File: src/rtl/ptw_pkg.sv
package ptw_pkg;
  localparam int IDX_W_DEF = 10;

  localparam int F_PRES  = 0;
  localparam int F_WR    = 1;
  localparam int F_USR   = 2;
  localparam int F_ACC   = 5;
  localparam int F_DIRTY = 6;
  localparam int F_LARGE = 7;

  localparam int CODE_W = 3;

  typedef enum logic [2:0] {
    S_IDLE,
    S_RD_DIR,
    S_RD_TBL,
    S_WB_DIR,
    S_WB_TBL,
    S_RESP
  } walk_state_t;
endpackage

File: src/rtl/ptw_addr_gen.sv
module ptw_addr_gen #(
  parameter int IDX_W = 10,
  localparam int FRM_W = 2 * IDX_W,
  localparam int LIN_W = 3 * IDX_W + 2
) (
  input  logic [FRM_W-1:0] dir_frame,
  input  logic [FRM_W-1:0] pde_frame,
  input  logic [IDX_W-1:0] dir_idx,
  input  logic [IDX_W-1:0] tbl_idx,
  output logic [LIN_W-1:0] pde_addr,
  output logic [LIN_W-1:0] pte_addr
);
  // Four-byte entries: the index is scaled by two zero bits.
  assign pde_addr = {dir_frame, dir_idx, 2'b00};
  assign pte_addr = {pde_frame, tbl_idx, 2'b00};
endmodule

File: src/rtl/ptw_perm_check.sv
module ptw_perm_check
  import ptw_pkg::*;
(
  input  logic              present,
  input  logic              writable,
  input  logic              user_ok,
  input  logic              is_write,
  input  logic              cpl3,
  input  logic              override,
  input  logic              wp_en,
  output logic              fault,
  output logic [CODE_W-1:0] code
);
  logic user_mode;
  logic deny_user;
  logic deny_write;

  assign user_mode  = cpl3 && !override;
  assign deny_user  = user_mode && !user_ok;
  assign deny_write = is_write && !writable && (wp_en || user_mode);
  assign fault      = !present || deny_user || deny_write;
  assign code       = {cpl3, is_write, present};
endmodule

File: src/rtl/ptw_walker.sv
module ptw_walker
  import ptw_pkg::*;
#(
  parameter int IDX_W = IDX_W_DEF,
  localparam int FRM_W = 2 * IDX_W,
  localparam int OFS_W = IDX_W + 2,
  localparam int LIN_W = 3 * IDX_W + 2
) (
  input  logic              clk,
  input  logic              rst_n,
  input  logic [FRM_W-1:0]  dir_frame,
  input  logic              large_en,
  input  logic              wp_en,
  input  logic [1:0]        cpl,
  input  logic              cpl_override,
  input  logic              req_valid,
  output logic              req_ready,
  input  logic [LIN_W-1:0]  req_addr,
  input  logic              req_write,
  input  logic              req_probe,
  output logic              rsp_valid,
  output logic              rsp_fault,
  output logic [LIN_W-1:0]  rsp_paddr,
  output logic              rsp_user,
  output logic              fault_pending,
  output logic [LIN_W-1:0]  fault_addr,
  output logic [CODE_W-1:0] fault_code,
  input  logic              fault_clr,
  output logic              mem_req,
  output logic              mem_we,
  output logic [LIN_W-1:0]  mem_addr,
  output logic [LIN_W-1:0]  mem_wdata,
  input  logic              mem_ack,
  input  logic [LIN_W-1:0]  mem_rdata
);
  localparam int LG_OFS_W = OFS_W + IDX_W;
  localparam logic [LIN_W-1:0] ACC_M   = LIN_W'(1) << F_ACC;
  localparam logic [LIN_W-1:0] DIRTY_M = LIN_W'(1) << F_DIRTY;

  walk_state_t state;

  logic [LIN_W-1:0]  lin_q;
  logic              wr_q, probe_q, cpl3_q, ovr_q, wp_q, lgen_q;
  logic [LIN_W-1:0]  pde_q, pte_q;
  logic              large_q;
  logic              rsp_fault_q, rsp_user_q;
  logic [LIN_W-1:0]  rsp_paddr_q;
  logic [LIN_W-1:0]  flt_addr_q;
  logic [CODE_W-1:0] flt_code_q;
  logic              pend_q;

  logic [LIN_W-1:0]  pde_addr, pte_addr;
  logic              dir_large;
  logic              chk_wr, chk_usr, chk_fault;
  logic [CODE_W-1:0] chk_code;
  logic [LIN_W-1:0]  dir_wb, tbl_wb;
  logic [LIN_W-1:0]  large_pa, small_pa;

  ptw_addr_gen #(.IDX_W(IDX_W)) u_addr (
    .dir_frame (dir_frame),
    .pde_frame (pde_q[LIN_W-1:OFS_W]),
    .dir_idx   (lin_q[LIN_W-1 -: IDX_W]),
    .tbl_idx   (lin_q[LG_OFS_W-1 -: IDX_W]),
    .pde_addr  (pde_addr),
    .pte_addr  (pte_addr)
  );

  assign dir_large = mem_rdata[F_LARGE] && lgen_q;

  // Directory stage of a 4 KB walk only checks presence; the table stage
  // checks the combined permissions of both levels.
  always_comb begin
    if (state == S_RD_TBL) begin
      chk_wr  = pde_q[F_WR] & mem_rdata[F_WR];
      chk_usr = pde_q[F_USR] & mem_rdata[F_USR];
    end else if (dir_large) begin
      chk_wr  = mem_rdata[F_WR];
      chk_usr = mem_rdata[F_USR];
    end else begin
      chk_wr  = 1'b1;
      chk_usr = 1'b1;
    end
  end

  ptw_perm_check u_perm (
    .present  (mem_rdata[F_PRES]),
    .writable (chk_wr),
    .user_ok  (chk_usr),
    .is_write (wr_q),
    .cpl3     (cpl3_q),
    .override (ovr_q),
    .wp_en    (wp_q),
    .fault    (chk_fault),
    .code     (chk_code)
  );

  assign large_pa = {mem_rdata[LIN_W-1 -: IDX_W], lin_q[LG_OFS_W-1:0]};
  assign small_pa = {mem_rdata[LIN_W-1:OFS_W], lin_q[OFS_W-1:0]};
  assign dir_wb   = pde_q | ACC_M | ((large_q && wr_q) ? DIRTY_M : '0);
  assign tbl_wb   = pte_q | ACC_M | (wr_q ? DIRTY_M : '0);

  always_ff @(posedge clk or negedge rst_n) begin
    if (!rst_n) begin
      state       <= S_IDLE;
      lin_q       <= '0;
      wr_q        <= 1'b0;
      probe_q     <= 1'b0;
      cpl3_q      <= 1'b0;
      ovr_q       <= 1'b0;
      wp_q        <= 1'b0;
      lgen_q      <= 1'b0;
      pde_q       <= '0;
      pte_q       <= '0;
      large_q     <= 1'b0;
      rsp_fault_q <= 1'b0;
      rsp_user_q  <= 1'b0;
      rsp_paddr_q <= '0;
      flt_addr_q  <= '0;
      flt_code_q  <= '0;
      pend_q      <= 1'b0;
    end else begin
      if (fault_clr) pend_q <= 1'b0;
      unique case (state)
        S_IDLE: begin
          if (req_valid) begin
            lin_q       <= req_addr;
            wr_q        <= req_write;
            probe_q     <= req_probe;
            cpl3_q      <= (cpl == 2'b11);
            ovr_q       <= cpl_override;
            wp_q        <= wp_en;
            lgen_q      <= large_en;
            rsp_user_q  <= 1'b0;
            rsp_paddr_q <= '0;
            rsp_fault_q <= pend_q;
            state       <= pend_q ? S_RESP : S_RD_DIR;
          end
        end
        S_RD_DIR: begin
          if (mem_ack) begin
            pde_q   <= mem_rdata;
            large_q <= dir_large;
            if (chk_fault) begin
              rsp_fault_q <= 1'b1;
              state       <= S_RESP;
              if (!probe_q) begin
                flt_addr_q <= lin_q;
                flt_code_q <= chk_code;
                pend_q     <= 1'b1;
              end
            end else if (dir_large) begin
              rsp_paddr_q <= large_pa;
              rsp_user_q  <= mem_rdata[F_USR];
              state       <= probe_q ? S_RESP : S_WB_DIR;
            end else begin
              state <= S_RD_TBL;
            end
          end
        end
        S_RD_TBL: begin
          if (mem_ack) begin
            pte_q <= mem_rdata;
            if (chk_fault) begin
              rsp_fault_q <= 1'b1;
              state       <= S_RESP;
              if (!probe_q) begin
                flt_addr_q <= lin_q;
                flt_code_q <= chk_code;
                pend_q     <= 1'b1;
              end
            end else begin
              rsp_paddr_q <= small_pa;
              rsp_user_q  <= mem_rdata[F_USR];
              state       <= probe_q ? S_RESP : S_WB_DIR;
            end
          end
        end
        S_WB_DIR: if (mem_ack) state <= large_q ? S_RESP : S_WB_TBL;
        S_WB_TBL: if (mem_ack) state <= S_RESP;
        S_RESP:   state <= S_IDLE;
        default:  state <= S_IDLE;
      endcase
    end
  end

  always_comb begin
    unique case (state)
      S_RD_TBL, S_WB_TBL: mem_addr = pte_addr;
      default:            mem_addr = pde_addr;
    endcase
  end

  assign mem_req   = (state == S_RD_DIR) || (state == S_RD_TBL) ||
                     (state == S_WB_DIR) || (state == S_WB_TBL);
  assign mem_we    = (state == S_WB_DIR) || (state == S_WB_TBL);
  assign mem_wdata = (state == S_WB_TBL) ? tbl_wb : dir_wb;

  assign req_ready     = (state == S_IDLE);
  assign rsp_valid     = (state == S_RESP);
  assign rsp_fault     = rsp_fault_q;
  assign rsp_paddr     = rsp_paddr_q;
  assign rsp_user      = rsp_user_q;
  assign fault_pending = pend_q;
  assign fault_addr    = flt_addr_q;
  assign fault_code    = flt_code_q;
endmodule

File: config.mk
export PLATFORM = sky130hd
export DESIGN_NAME = ptw_walker
export DESIGN_NICKNAME = d
export VERILOG_FILES = /design/src/rtl/ptw_pkg.sv /design/src/rtl/ptw_addr_gen.sv /design/src/rtl/ptw_perm_check.sv /design/src/rtl/ptw_walker.sv
export SDC_FILE = /design/constraint.sdc
export NUM_CORES = 1
export LEC_CHECK = 0
export BUFFER_PORTS_ARGS = -buffer_cell sky130_fd_sc_hd__buf_4
export CAP_MARGIN = 20
export CORE_AREA = 4 4 139 154
export CTS_BUF_LIST = sky130_fd_sc_hd__clkbuf_8
export DETAILED_ROUTE_END_ITERATION = 12
export DIE_AREA = 0 0 143 158
export PLACE_DENSITY = 0.61
export SLEW_MARGIN = 20
export SYNTH_ARGS = -nofsm -noshare
export SYNTH_HDL_FRONTEND = slang
export SYNTH_SLANG_ARGS = --single-unit
File: constraint.sdc
create_clock -name clk -period 3.6 [get_ports clk]
set_input_delay 0.9 -clock clk [delete_from_list [all_inputs] [get_ports clk]]
set_output_delay 0.9 -clock clk [all_outputs]
set_load 0.05 [all_outputs]
==> results by stage, run 1 <==
Global route:
- Entering global routing, the biggest net connects 94 pins.
- The total congestion overflow is 0.
- The total track usage is 0.183.
- The wire length of the first global-routing pass is 31.8 mm.
- The number of global-route vias before repair is 5878.
- The number of antenna violations at the first check in global routing is 0.

Clock tree:
- TritonCTS built the clock tree.
- For the worst-skew pair, the clock arrives at the later sink with an insertion delay of 460 ps.
- The hold buffer count at cts is 0.
- The clock transition at the register clock pins on the worst setup and hold paths after CTS is 90 ps.
- The H-tree depth is 4.
- The tree is rooted in a clkbuf_8.
- Counting along the longest clock path gives a buffer depth of 2.
- The total number of clock tree sinks is 174.
- The post-CTS setup buffer count is 0.
- The number of buffers added by the clock tree synthesis step is 17.

Setup path:
- The data arrival time of the worst path is 2420 ps.
- The worst setup path is captured at an output port.
- Traced cell by cell, the critical path runs through inv_1 -> nor3_2 -> buf_4 -> nor2_1 -> nor2_1 -> o32a_1 -> buf_4.
- Grouping stages by cell kind, the critical path spends the most delay in buffers and inverters.
- The biggest cell delay along the critical path is 630 ps.
- The largest individual stage delay along the critical path comes from the cell dfrtp_1.
- The category of the worst setup path launch point is a flip-flop.
- The type of the worst setup path is reg -> out.
- Of all nets on the critical path, the largest fanout is 32.
- The buffering stage count on the worst path with inverters included is 3.
- At the worst endpoint, the required time is 2700 ps.

Floorplanning:
- The overall die area is 0.0226 sq mm.
- The die extent in x is 143 um.
- The die is 158 um tall.
- The core area is between 0.015 and 0.02 sq mm.
- The number of cell rows is 54.
- 234 I/O pins were placed.
- The initial cell density of the core is 0.394.

Yosys:
- The complex-gate fraction of the synthesized area is 0.0300.
- Of the total synthesized cell area, the portion taken by full adders, half adders and majority gates is 0.
- The area of the mapped netlist is between 0.007 and 0.008 sq mm.
- The multiplexer share of the synthesized area is 0.284.
- The post-synthesis sequential area ratio is 0.558.
- The synthesized netlist contains 37 unique library cells.
- During synthesis, Yosys emitted a total of 0 warnings.
- The synthesized design contains 174 register bits.
- The post-synthesis xor/xnor area fraction is 0.00112.
- The gate count of the mapped netlist is 642.
- The post-synthesis share of cell area spent on and, or, nand and nor gates is 0.0987.
- The combinational family with the most area after synthesis is multiplexers.
- After synthesis, the mean cell area works out to approximately 12 sq um.

Timing:
- The number of slew-limit violations in the final report came to 0.
- The final hold slack is 353 ps.
- Setup repair after global routing left no endpoint under its margin.
- For the final database, setup skew stands at 15.1 ps.
- The number of failing hold endpoints at the final stage is 0.
- Counting I/O delays and the setup requirement, the final critical path takes 3320 ps.
- Setup total negative slack on the finished layout was measured at 0 ps.
- The timing-limited maximum frequency is 302 MHz.
- Of the available clock period, the critical path in the final layout requires 0.921.
- The relative slew slack is 0.411.
- Setup violations remaining at the end of the flow were counted as 0.
- For the pin with the worst max-slew slack, the measured transition is 884 ps.

Cells and area:
- The filler cells instantiated in the layout total 1773.
- The area growth from synthesis to layout is 31.3%.
- The net count reported at finish is 957.
- The number of inserted diodes is 0.
- In the final layout, the share of cells above drive strength 1 is 0.522.

Outcome:
- The run finished with clean final reports.

Route:
- After the first detailed-routing iteration, the DRC count stood at 227.
- The final route contains ~5600 vias.
- The length of the first detailed-routing pass in iterations is 4.
- After detailed routing, the number of remaining DRC violations is 0.
- For this block, the routed nets add up to 20.9 mm of wire.
- The average detailed-routed wire length per instance is approximately 19 um.
- Using the TritonRoute via totals, the vias-per-cell ratio works out to 5.00.
- The number of routed nets with antenna violations is 0.

Place:
- The final weighted congestion in routability-driven placement is 0.848.
- The half-perimeter wire length after placement is 15.0 mm.
- The count of buffers added on input and output ports is between 200 and 250.

Run:
- The number of maximum-capacitance violations is 0.

Hold path:
- The min-delay analysis places its worst path in the category in -> async.
-- routing by layer --
layer | GRT usage | share of wire | up-vias
met5 | 0 | 0 | -
met4 | 0.0693 | 0.021 | 0
met3 | 0.0459 | 0.050 | 25
met2 | 0.308 | 0.52 | 140
met1 | 0.227 | 0.41 | 2842
li1 | - | - | 2620
-- synth_stat cells --
| library cell | number | area [sq um] |
|---|---|---|
| clkbuf_1 | 23 | 86.3 |
| mux2_1 | 3 | 33.8 |
| nor4_4 | 1 | 21.3 |
| a211oi_1 | 2 | 15.0 |
| nor3_1 | 3 | 15.0 |
| nor2_1 | 21 | 78.8 |
| o211ai_1 | 1 | 7.51 |
| a32oi_2 | 1 | 16.3 |
| a21o_1 | 1 | 7.51 |
| buf_2 | 3 | 15.0 |
| a2bb2oi_1 | 2 | 17.5 |
| buf_4 | 3 | 22.5 |
| nand2_1 | 149 | 559 |
| dfrtp_1 | 174 | 4350 |
| xnor2_1 | 1 | 8.76 |
| a22oi_1 | 10 | 75.1 |
| a41oi_1 | 1 | 8.76 |
| buf_1 | 9 | 33.8 |
| o221a_2 | 1 | 11.3 |
| and2b_1 | 1 | 7.51 |
| nor2b_1 | 5 | 31.3 |
| o22ai_1 | 1 | 6.26 |
| or2_2 | 1 | 6.26 |
| a221oi_1 | 1 | 8.76 |
| conb_1 | 2 | 7.51 |
| a21oi_1 | 3 | 15.0 |
| buf_6 | 4 | 45.0 |
| and2_1 | 1 | 6.26 |
| and3_1 | 2 | 12.5 |
| nand2b_1 | 1 | 6.26 |
| o32a_1 | 1 | 10.0 |
| nand3_1 | 5 | 25.0 |
| mux2i_1 | 23 | 230 |
| a221o_1 | 1 | 10.0 |
| mux2_2 | 173 | 1950 |
| o21ai_0 | 5 | 25.0 |
| inv_1 | 3 | 11.3 |
-- layout make-up --
class,count,area (sq um),share of cell area
clock buffer,17,234,0.0228
clock inverter,14,216,0.0211
inverter,3,11.3,0.00110
multi-input combinational,424,3260,0.319
sequential,174,4350,0.425
tap,252,315,0.0308
timing repair buffer,241,1850,0.181
-- placed cells by master, fill, tap and decap left out, types with 3 or more instances in the layout --
| cell type | count |
|---|---|
| bufinv_16 | 5 |
| nor2b_1 | 5 |
| clkbuf_8 | 17 |
| conb_1 | 3 |
| nand2_1 | 147 |
| inv_6 | 3 |
| mux2_2 | 173 |
| a21oi_1 | 3 |
| o21ai_0 | 5 |
| nand3_1 | 4 |
| inv_1 | 4 |
| mux2_1 | 3 |
| a22oi_1 | 10 |
| buf_12 | 3 |
| mux2i_1 | 23 |
| clkinvlp_4 | 3 |
| dfrtp_1 | 174 |
| buf_4 | 237 |
| nor2_1 | 19 |
-- sequential cells by signal (all words and copies together) (netlist names) --
register,cells
rsp_user,1
ovr_q,1
state,3
lin_q,32
large_q,1
pte_q,31
lgen_q,1
pde_q,31
probe_q,1
fault_pending,1
wr_q,1
fault_code,3
wp_q,1
rsp_fault,1
rsp_paddr,32
fault_addr,32
cpl3_q,1
-- cell families after synthesis --
| logic type | count (synthesis) |
|---|---|
| buffers and inverters | 45 |
| AND/OR/NAND/NOR | 190 |
| AO/OA/AOI/OAI | 31 |
| XOR/XNOR | 1 |
| flip-flops | 174 |
| other | 2 |
| multiplexers | 199 |
-- what timing repair did --
| item | CTS | global route |
|---|---|---|
| endpoints found under the setup margin | 0 | 1 |
| hold endpoints to repair | 0 | 0 |
| gates resized for setup | 0 | 1 |
-- final timing paths --
kind | depth (start not counted) | start | endpoint | slack, ps
worst max register to register | 6 | state[0] | fault_addr[29] | 800
worst min-delay path | 1 | rst_n | pde_q[20] | 350
min in group clk | 1 | fault_addr[18] | fault_addr[18] | 500
worst max-delay path | 7 | state[2] | mem_wdata[6] | 280
max in group asynchronous | 2 | rst_n | fault_addr[10] | 2380
worst min register to register | 1 | fault_addr[18] | fault_addr[18] | 500
-- stage by stage --
step	worst slack, ps	std cells	util	instance area [sq um]
3_3_place_gp	652	1094	0.495	9790
4_1_cts	61.5	1125	0.517	10200
6_report	284	1125	0.518	10200
5_1_grt	91.3	1125	0.518	10200
2_1_floorplan	402	643	-	7800
3_5_place_dp	538	1094	0.495	9790
Power of run 1 is not shown: default switching activity piles up to over one toggle a cycle in this logic, so the estimate is an artifact.
==> run 2: changes to the inputs <==
--- a/config.mk
+++ b/config.mk
@@ -5,13 +5,13 @@
 export SDC_FILE = /design/constraint.sdc
 export NUM_CORES = 1
 export LEC_CHECK = 0
-export BUFFER_PORTS_ARGS = -buffer_cell sky130_fd_sc_hd__buf_4
 export CAP_MARGIN = 20
-export CORE_AREA = 4 4 139 154
+export CORE_AREA = 4 4 111 192
 export CTS_BUF_LIST = sky130_fd_sc_hd__clkbuf_8
 export DETAILED_ROUTE_END_ITERATION = 12
-export DIE_AREA = 0 0 143 158
-export PLACE_DENSITY = 0.61
+export DIE_AREA = 0 0 115 196
+export DONT_BUFFER_PORTS = 1
+export PLACE_DENSITY = 0.51
 export SLEW_MARGIN = 20
 export SYNTH_ARGS = -nofsm -noshare
 export SYNTH_HDL_FRONTEND = slang
==> results by stage, run 2 (synthesized netlist as in run 1, its figures left out) <==
Outcome:
- Status: completed (unchanged).

Global route:
- The total congestion overflow came to 0 (unchanged).
- The largest net degree at the start of global routing is 175 (was 94).
- The number of antenna violations at the first check in global routing is 3 (was 0).
- The number of global-route vias before repair is 5306 (was 5878).
- The wire length of the first global-routing pass came to 31.7 mm (was 31.8 mm).
- The total track usage came to 0.185 (was 0.183).

Setup path:
- The type of the worst setup path is reg -> out (unchanged).
- The kind of capture point of the worst setup path is an output port (unchanged).
- The data arrival time of the worst path is 2470 ps (was 2420 ps).
- The peak fanout along the critical path is 14 (was 32).
- The category of the worst setup path launch point was a flip-flop (unchanged).
- The worst path required time was 2700 ps (about the same).

Route:
- The length of the first detailed-routing pass in iterations was 7 (was 4).
- The via-per-instance ratio is 5.37 (was 5.00).
- The total via count in the routed design came to 4936 (was 5627).
- The residual DRC count is 0 (unchanged).
- The average detailed-routed wire length per instance was 22.1 um (was 18.6 um).
- The number of DRC violations after detailed-routing iteration 0 is 199 (was 227).
- The wire length after detailed routing was 20.3 mm (was 20.9 mm).
- The number of routed nets with antenna violations was 0 (unchanged).

Cells and area:
- The final cell count without fillers is 919 (was 1125).
- The commonest non-fill, non-tap cell in the layout was dfrtp_1 (was buf_4).
- The share of layout cells above drive strength 1 is 0.381 (was 0.522).
- The net count reported at finish is 755 (was 957).
- The relative area change from synthesis to final layout is 12.1% (was 31.3%).
- Top library cells by usage in the layout, fill and taps aside: 174 x dfrtp_1, 173 x mux2_2, 148 x nand2_1 (was 237 x buf_4, 174 x dfrtp_1, 173 x mux2_2).

Clock tree:
- The H-tree depth is 4 (unchanged).
- The post-CTS setup buffer count is 0 (unchanged).
- The clock tree root buffer cell is clkbuf_8 (unchanged).
- The clock tree from TritonCTS is yes (unchanged).
- The clock transition at the register clock pins on the worst setup and hold paths after CTS is 90 ps (about the same).
- The hold buffer count at cts is 0 (unchanged).
- The clock latency of the later-clocked register in the worst-skew pair is 460 ps (about the same).
- The number of buffers on the longest clock path came to 2 (unchanged).
- The post-cts resize count is 0 (unchanged).
- The number of buffers added by the clock tree synthesis step was 17 (unchanged).
- The total number of clock tree sinks is 174 (unchanged).

Run:
- The number of maximum-capacitance violations is 0 (unchanged).

Floorplanning:
- The I/O pin count is 234 (unchanged).
- The number of cell rows is 68 (was 54).
- The overall die area is 0.0225 sq mm (was 0.0226 sq mm).
- The initial cell density of the core is 0.395 (was 0.394).
- The height of the die came to 196 um (was 158 um).
- The die extent in x is 115 um (was 143 um).
- The core area is 0.0197 sq mm (was 0.0198 sq mm).

Place:
- The number of placed instances, taps included is 885 (was 1094).
- The final weighted congestion in routability-driven placement came to 0.802 (was 0.848).
- The half-perimeter wire length after placement came to 14.5 mm (was 15.0 mm).
- The count of input and output buffers is 0 (was 229).

Timing:
- The maximum clock skew at final layout is 11.9 ps (was 15.1 ps).
- The number of failing hold endpoints at the final stage came to 0 (unchanged).
- The share of the clock period used by the worst path is 0.936 (was 0.921).
- The clock period minus final worst setup slack is 3370 ps (was 3320 ps).
- The pin slew with the least headroom to its limit is 914 ps (was 884 ps).
- The number of slew-limit violations in the final report is 0 (unchanged).
- The timing-limited maximum frequency is 297 MHz (was 302 MHz).
- RSZ-0062 raised after global routing: false (unchanged).
- The relative slew slack came to 0.390 (was 0.411).
- The final setup violation count is 0 (unchanged).
- The setup total negative slack is 0 ps (unchanged).

Hold path:
- The worst hold-check path type is in -> async (unchanged).
## run 2: final timing paths
kind | cells after the start | slack [ps] | to | start
worst max-delay path | 4 | 230 | mem_req | state[0]
worst min-delay path | 0 | 120 | rsp_paddr[9] | rst_n
worst max register to register | 5 | 750 | rsp_paddr[23] | state[0]
worst min register to register | 1 | 510 | pte_q[7] | pte_q[7]
max in group asynchronous | 0 | 3220 | pde_q[0] | rst_n
min in group clk | 1 | 510 | pte_q[7] | pte_q[7]
## run 2: layer usage
metal  part of all wire  track usage  up-vias
li1                   -            -     2210
met1               0.35        0.200     2518
met2               0.54        0.324      171
met3              0.079       0.0670       35
met4              0.028       0.0731        2
met5            0.00064            0        -
## run 2: layout make-up
| cell class | count | area [sq um] |
|---|---|---|
| well taps | 245 | 307 |
| clock inverters | 14 | 226 |
| repair buffers | 39 | 330 |
| flip-flops and latches | 174 | 4350 |
| fillers | 1877 | 11000 |
| inverters | 3 | 11.3 |
| multi-input cells | 424 | 3270 |
| diodes | 2 | 5.00 |
| clock buffers | 18 | 248 |
## run 2: stage by stage
step / util / instance area, sq um / hold WS, ps / worst slack (ps)
final: 0.443 / 8750 / 123 / 231
after global routing: 0.443 / 8750 / 68.2 / 62.5
after CTS: 0.443 / 8740 / 66.7 / 189
after detailed placement: 0.419 / 8270 / 495 / 687
after global placement: 0.419 / 8270 / 482 / 782
after floorplan: - / 7800 / 458 / 402
## run 2: critical path, cell delays in order, from the launching register on
cell and delay, ps:
dfrtp_1 650, and2b_1 430, nor2_1 390, nor2_2 100, or2_2 420
Power of run 2 is left out for the same reason.
